**config.mk**
```make
export PLATFORM = sky130hd
export DESIGN_NAME = serial_expander_reader
export DESIGN_NICKNAME = d
export VERILOG_FILES = /design/src/rtl/serial_expander_reader.sv
export SDC_FILE = /design/constraint.sdc
export NUM_CORES = 1
export LEC_CHECK = 0
export BUFFER_PORTS_ARGS = -buffer_cell sky130_fd_sc_hd__clkbuf_2
export CAP_MARGIN = 20
export CORE_UTILIZATION = 45
export CTS_BUF_LIST = sky130_fd_sc_hd__clkbuf_8
export DETAILED_ROUTE_END_ITERATION = 10
export REMOVE_ABC_BUFFERS = 1
export SYNTH_ARGS = -nofsm -noshare
export SYNTH_HDL_FRONTEND = slang
export SYNTH_SLANG_ARGS = --single-unit
```
**constraint.sdc**
```tcl
create_clock -name clk -period 2.6 [get_ports clk]
set_input_delay 0.13 -clock clk [delete_from_list [all_inputs] [get_ports clk]]
set_output_delay 0.13 -clock clk [all_outputs]
set_load 0.02 [all_outputs]
```
**src/rtl/serial_expander_reader.sv**
```systemverilog
module serial_expander_reader #(
  parameter int NUM_BYTES = 2,
  parameter int EXTRA_BIT = 1,
  parameter int DIV_W     = 8,
  localparam int BITS     = 8 * NUM_BYTES,
  localparam int CW       = $clog2(BITS + 2)
) (
  input  logic             clk,
  input  logic             rst_n,
  input  logic             start,
  input  logic [DIV_W-1:0] half_period,
  input  logic             ser_in,
  output logic             load_n,
  output logic             sclk,
  output logic             done,
  output logic [BITS-1:0]  data_out,
  output logic             extra_out
);

  typedef enum logic [1:0] {S_IDLE, S_LOAD, S_LOW, S_HIGH} st_t;

  st_t              st;
  logic [DIV_W-1:0] tmr;
  logic [CW-1:0]    cnt;
  logic [BITS-1:0]  asm_q;

  wire phase_end = (tmr == '0);
  wire last_bit  = (cnt == CW'(BITS - 1));
  wire more_bits = (cnt < CW'(BITS));
  wire [CW-4:0] slot = cnt[CW-1:3];

  assign load_n = (st != S_LOAD);
  assign sclk   = (st == S_HIGH);

  always_ff @(posedge clk or negedge rst_n) begin
    if (!rst_n) begin
      st        <= S_IDLE;
      tmr       <= '0;
      cnt       <= '0;
      asm_q     <= '0;
      data_out  <= '0;
      extra_out <= 1'b0;
      done      <= 1'b0;
    end else begin
      done <= 1'b0;
      if (st != S_IDLE)
        tmr <= phase_end ? half_period : tmr - 1'b1;
      case (st)
        S_IDLE: begin
          cnt <= '0;
          tmr <= half_period;
          if (start) st <= S_LOAD;
        end
        S_LOAD:
          if (phase_end) st <= S_LOW;
        S_LOW:
          if (phase_end) begin
            if (more_bits) begin
              asm_q[8*slot +: 8] <= {ser_in, asm_q[8*slot+1 +: 7]};
              st <= S_HIGH;
            end else begin
              if (EXTRA_BIT != 0) extra_out <= ser_in;
              data_out <= asm_q;
              done     <= 1'b1;
              st       <= S_IDLE;
            end
          end
        S_HIGH:
          if (phase_end) begin
            cnt <= cnt + 1'b1;
            if (last_bit && EXTRA_BIT == 0) begin
              data_out <= asm_q;
              done     <= 1'b1;
              st       <= S_IDLE;
            end else begin
              st <= S_LOW;
            end
          end
        default: st <= S_IDLE;
      endcase
    end
  end

  p_clk_low_in_load_r2: assert property (@(posedge clk) disable iff (!rst_n)
    !load_n |-> !sclk);

  p_load_stays_high_r3: assert property (@(posedge clk) disable iff (!rst_n)
    (st == S_LOW || st == S_HIGH) |=> load_n);

  p_rise_after_low_r4: assert property (@(posedge clk) disable iff (!rst_n)
    $rose(sclk) |-> ($past(load_n) && !$past(sclk)));

  p_extra_idle_r6: assert property (@(posedge clk) disable iff (!rst_n)
    (EXTRA_BIT == 0) |-> !extra_out);

  p_done_single_r7: assert property (@(posedge clk) disable iff (!rst_n)
    done |=> !done);

  p_result_hold_r7: assert property (@(posedge clk) disable iff (!rst_n)
    !done |-> ($stable(data_out) && $stable(extra_out)));

  p_no_restart_r8: assert property (@(posedge clk) disable iff (!rst_n)
    (start && st == S_HIGH) |=> load_n);

endmodule

```
; After elaboration in Yosys (flattened, before gate mapping)
; Index checks and enable logic that the tools add are counted.
[totals]
ff_bits = 49
inputBits = 12
[classes]
add_sub_neg = 4
muxes = 14
eq_ne = 8
reduce_logical = 10
n_shift = 3
bitwise_logic = 1
order_cmp = 1
[op_table]
columns = op, count
row1 = 5-bit negation with 34-bit output, 1
row2 = "8-bit by 34-bit variable shift with 16-bit output, first input constant", 1
row3 = 8-bit by 34-bit variable part select with 16-bit output, 1
row4 = 8-bit two-way mux, 3
row5 = 16-bit bitwise mux, 1
row6 = 16-bit by 7-bit variable part select with 7-bit output, 1
row7 = 5-bit one-hot mux with 2 select lines, 1
row8 = 3-bit AND reduction, 3
row9 = 8-bit logical NOT, 1
row10 = 2-bit two-way mux, 4
row11 = "8-bit by 1-bit subtractor with 8-bit output, second input constant", 1
row12 = "5-bit by 1-bit adder with 6-bit output, second input constant", 1
row13 = "2-bit by 1-bit != test with 1-bit output, second input constant", 3
row14 = 2-bit one-hot mux with 3 select lines, 1
row15 = 2-bit nonzero test, 3
row16 = "5-bit by 1-bit adder with 5-bit output, second input constant", 1
row17 = "5-bit < comparator, second input constant", 1
row18 = 5-bit two-way mux, 1
row19 = "2-bit == test, second input constant", 2
row20 = "2-bit != test, second input constant", 2
row21 = 1-bit two-way mux, 3
row22 = "2-bit by 1-bit == test with 1-bit output, second input constant", 1
row23 = 2-bit logical NOT, 1
row24 = 2-bit AND reduction, 1
row25 = other kinds (2), 2

; Longest topological paths before layout
[logic_depth]
ltp_word = 4
ltp_mapped = 8
mapped_depth_nobuf = 6

; Least setup slack after synthesis
; No wires, ideal clock.
[synth_path]
path_type = reg2reg
from = register tmr[0]
to = register data_out[0]
arrival_ps = 1792
slack_ps = 683
path_buffers = 2
setup_ps = 125
required_ps = 2475
period_less_slack_ps = 1917
stages_incl_launch_ff = 9
cell_sequence = dfrtp_1 inv_1 ha_1 nor3b_1 and2_1 buf_6 nand3_4 buf_6 mux2_4
[synth_between]
elab_chain_len = 2
[synth_rtl]
columns = item, line
row1 = from (decl), 23  ; logic [DIV_W-1:0] tmr;
row2 = from (signal assigned), 47  ; tmr <= phase_end ? half_period : tmr - 1'b1;
row3 = from (signal assigned), 51  ; tmr <= half_period;
row4 = 8-bit logical NOT, 27  ; wire phase_end = (tmr == '0);
row5 = 3-bit AND reduction (no line), --
row6 = to (signal assigned), 63  ; data_out <= asm_q;
row7 = to (signal assigned), 72  ; data_out <= asm_q;
row8 = to (decl), 16  ; output logic [BITS-1:0] data_out,
; No other way between the ends.
; A chain may end at the register's enable or synchronous reset.

; Worst setup path in the final report
[layout_path]
from = register tmr[0]
to = register asm_q[5]
[layout_between]
elab_chain_len = 2
[layout_rtl]
columns = item, line
row1 = 8-bit logical NOT, 27
row2 = 3-bit AND reduction (no line), --
row3 = "to (signal, indexed assignment)", 59  ; asm_q[8*slot +: 8] <= {ser_in, asm_q[8*slot+1 +: 7]};
row4 = to (decl), 25  ; logic [BITS-1:0] asm_q;
; No other way between the ends.

==> insert_results.sql <==
INSERT INTO impl_metrics (metric_group, metric, value, unit) VALUES
('timing', 'slew_violations', '0', ''),
('critical_path', 'crit_arrival', '2.50', 'ns'),
('timing', 'timing_hold_violations_final', '0', ''),
('cells_and_area', 'drive_above_1_share', '35.4', '%'),
('hold_path', 'timing.hold.worst_endpoint', 'tmr[0]', ''),
('critical_path', 'reg2reg_slack', '0.29', 'ns'),
('drt', 'dr_wl_met3', '114', 'microns'),
('global_route', 'grt_max_degree', '50', ''),
('timing', 'timing.setup.tns', '0', 'ns'),
('drt', 'drt-vias-per-instance', '5.17', ''),
('drt', 'total_via_count_after_detailed_routing', '1516', ''),
('logic_synthesis', 'count_of_flip_flops_with_a_built_in_enable_after_synthesis', '0', ''),
('logic_synthesis', 'post_synth.cell_area_avg', '12.3', 'sq um'),
('timing', 'worstMarginPinSlew', '1.05', 'ns'),
('drt', 'met1_length', '1900', 'microns'),
('critical_path', 'crit_path_start_kind', 'register', ''),
('drt', 'detail_route.drc_violations', '0', ''),
('floorplanning', 'fp.dieArea', '5500', 'sq um'),
('logic_synthesis', 'ys_warn_count', '0', ''),
('pwr', 'power-per-cell-area', '650', 'nW/um^2'),
('floorplanning', 'row_count', '25', ''),
('placement', 'place.detailed.hpwl', '2780', 'microns'),
('hold_path', 'worst_hold_startpoint', 'half_period[0]', ''),
('cells_and_area', 'finish.utilization', '55.2', '%'),
('placement', 'port_buffer_count', '31', ''),
('clock_tree', 'numCtsBuffers', '5', ''),
('critical_path', 'crit_required', '2.79', 'ns'),
('critical_path', 'worst_r2r_endpoint', 'asm_q[5]', ''),
('clock_tree', 'clock_sink_count', '49', ''),
('hold_path', 'worst_hold_path_type', 'primary input to register', ''),
('placement', 'routabilityCongestion', '0.753', ''),
('cells_and_area', 'synthToLayoutAreaGrowth', '14.9', '%'),
('critical_path', 'timing.rr.start', 'tmr[0]', ''),
('cells_and_area', 'number_of_antenna_diodes', '0', ''),
('clock_tree', 'cts_tree', 'yes', ''),
('clock_tree', 'cts.htree.levels', '2', ''),
('global_route', 'grt_util_all_layers', '16.7', '%'),
('critical_path', 'crit_path_end_kind', 'register', ''),
('global_route', 'grt_pass1_vias', '1507', ''),
('cells_and_area', 'layout.nets', '243', ''),
('drt', 'wl_per_cell', '13.9', 'microns'),
('logic_synthesis', 'async_flop_share', '100', '%'),
('clock_tree', 'clk-insertion-delay-late', '0.30', 'ns'),
('floorplanning', 'floorplan.die.width', '74.1', 'microns'),
('floorplanning', 'start_util', '48.0', '%'),
('logic_synthesis', 'ys_ff_latch', '49', ''),
('critical_path', 'reg2reg_depth', '6', ''),
('clock_tree', 'clk_pin_slew_worst_paths', '0.09', 'ns'),
('clock_tree', 'cts-root-buf', 'sky130_fd_sc_hd__clkbuf_8', ''),
('drt', 'met2RoutedLength', '1970', 'microns'),
('timing', 'fin_crit_sh', '88.7', '%'),
('timing', 'grt_setup_unrepaired', 'false', ''),
('timing', 'report.final.setup_viol', '0', ''),
('timing', 'fin_skew', '0.00785', 'ns'),
('cells_and_area', 'finished_layout_cells', '293', ''),
('critical_path', 'path_type_of_the_worst_setup_path', 'register to register', ''),
('logic_synthesis', 'synth_cell_type_count', '37', ''),
('critical_path', 'crit_fanout', '8', ''),
('logic_synthesis', 'ys.flop_type', 'sky130_fd_sc_hd__dfrtp_1', ''),
('drt', 'top_layer', 'met4', ''),
('pwr', 'maximum_ir_drop_on_the_vdd_rail', '0.593', 'mV'),
('drt', 'post_detailed_routing_wire_length', '4080', 'microns'),
('clock_tree', 'cts-root-to-sink-buffers', '2', ''),
('logic_synthesis', 'cells_after_synthesis', '190', ''),
('flow_run', 'maxCapViolCount', '0', ''),
('floorplanning', 'floorplan.io_pins', '32', ''),
('floorplanning', 'die-height', '74.1', 'microns'),
('timing', 'max_freq', '0.434', 'GHz'),
('drt', 'drt_iter0_markers', '76', ''),
('logic_synthesis', 'synth_seq_area_share', '52.4', '%'),
('logic_synthesis', 'syn-cell-area', '2340', 'sq um'),
('placement', 'placedCellCount', '284', ''),
('timing', 'fin_crit_period', '2.31', 'ns'),
('global_route', 'wire_length_of_the_first_global_routing_pass', '6780', 'microns'),
('drt', 'final_antenna_net_count', '0', ''),
('floorplanning', 'core', '4880', 'sq um'),
('timing', 'rel_slew_slack', '29.8', '%'),
('global_route', 'antenna_found_initial', '0', ''),
('status', 'outcome', 'finished clean', ''),
('hold_path', 'hold_depth', '2', ''),
('drt', 'drt_pre_antenna_iters', '4', ''),
('clock_tree', 'cts_repair_resize_count', '0', ''),
('global_route', 'global_route.overflow_total', '0', ''),
('pwr', 'cellLeakagePower', '1.36', 'nW');
-- power by group --
| group | switching (mW) | total (mW) | internal [mW] |
|---|---|---|---|
| logic | 0.133 | 0.259 | 0.126 |
| registers | 0.0875 | 0.923 | 0.836 |
| clock network | 0.253 | 0.566 | 0.313 |
-- layout by cell type, fill, tap and decap left out, types with 4 or more instances in the layout --
cell type and instances:
sky130_fd_sc_hd__dfrtp_1 49, sky130_fd_sc_hd__mux2_4 10, sky130_fd_sc_hd__clkbuf_2 31, sky130_fd_sc_hd__nor3_1 16, sky130_fd_sc_hd__nand3_1 4, sky130_fd_sc_hd__mux2i_1 7, sky130_fd_sc_hd__clkbuf_8 6, sky130_fd_sc_hd__nand2_1 7
sky130_fd_sc_hd__inv_1 6, sky130_fd_sc_hd__mux2_2 24, sky130_fd_sc_hd__a21oi_1 8, sky130_fd_sc_hd__ha_1 6, sky130_fd_sc_hd__nor2_1 13
-- cells in the mapped netlist (2+ instances only) --
library cell	n	area [sq um]
sky130_fd_sc_hd__a31oi_1	2	12.5
sky130_fd_sc_hd__buf_6	2	22.5
sky130_fd_sc_hd__nor2_1	13	48.8
sky130_fd_sc_hd__nand3_1	4	20.0
sky130_fd_sc_hd__mux2_2	24	270
sky130_fd_sc_hd__xnor2_1	3	26.3
sky130_fd_sc_hd__a21oi_1	8	40.0
sky130_fd_sc_hd__dfrtp_1	49	1230
sky130_fd_sc_hd__ha_1	6	75.1
sky130_fd_sc_hd__clkbuf_1	3	11.3
sky130_fd_sc_hd__and2_1	2	12.5
sky130_fd_sc_hd__xor2_1	3	26.3
sky130_fd_sc_hd__nor2b_1	2	12.5
sky130_fd_sc_hd__mux2i_1	7	70.1
sky130_fd_sc_hd__nand4_2	2	25.0
sky130_fd_sc_hd__nor3_1	16	80.1
sky130_fd_sc_hd__inv_1	6	22.5
sky130_fd_sc_hd__nor3b_1	2	15.0
sky130_fd_sc_hd__nand2_1	7	26.3
sky130_fd_sc_hd__mux2_4	10	150
sky130_fd_sc_hd__o21ai_0	3	15.0
-- repair_timing --
item,in CTS,in global routing
setup buffers,0,0
hold buffers,1,0
endpoints found under the hold margin,49,0
-- metal layers --
metal | vias up | global-route usage (%)
met3 | 8 | 4.07
met1 | 736 | 20.1
met5 | - | 0
met4 | 0 | 7.91
li1 | 744 | -
met2 | 28 | 28.2
-- metrics by stage --
stage | hold WS, ns | cell area [sq um] | power [mW] | worst slack, ns
3_3_place_gp | 0.264 | 2560 | 1.18 | 0.399
3_5_place_dp | 0.272 | 2560 | 1.20 | 0.323
2_1_floorplan | -0.166 | 2300 | 1.11 | 0.482
4_1_cts | 0.0592 | 2690 | 1.77 | 0.311
6_report | 0.0591 | 2690 | 1.75 | 0.294
5_1_grt | 0.0537 | 2690 | 1.85 | 0.111
-- critical path, cell delays in order (launching register included) --
cell and delay [ns]:
sky130_fd_sc_hd__dfrtp_1 0.41, sky130_fd_sc_hd__inv_1 0.11, sky130_fd_sc_hd__ha_1 0.15, sky130_fd_sc_hd__nor3b_1 0.38
sky130_fd_sc_hd__and2_1 0.40, sky130_fd_sc_hd__nand4_2 0.36, sky130_fd_sc_hd__mux2_2 0.38
-- cell families after synthesis --
group           Yosys count  synth area share (%)
simple gates             55                  13.4
flops                    49                  52.4
mux                      41                  20.9
compound gates           19                  4.97
buf+inv                  14                  2.94
xor+xnor                  6                  2.24
fa+ha+maj                 6                  3.21
-- final cells by class --
type                       count  area, sq um
clock buffer                   6         82.6
clock inverter                 2         37.5
fill                         447         2190
inverter                       7         26.3
multi-input combinational    127         1050
sequential                    49         1230
tap                           67         83.8
timing repair buffer          35          188
-- state kept, by name, summed over array words and instances, names as in the netlist --
signal,count
data_out,16
cnt,5
extra_out,1
done,1
asm_q,16
st,2
tmr,8
-- worst max-delay path by stage --
| stage | start | to | slack, ns | cells after the start |
|---|---|---|---|---|
| floorplan | cnt[4] | asm_q[10] | 0.48 | 6 |
| detailed placement | tmr[0] | data_out[4] | 0.32 | 6 |
| finish | tmr[0] | asm_q[5] | 0.29 | 6 |
| global route | tmr[0] | asm_q[1] | 0.11 | 6 |
| global placement | tmr[0] | extra_out | 0.40 | 6 |
| CTS | tmr[0] | data_out[5] | 0.31 | 6 |
Note: power is estimated with default switching activity, not from simulation.
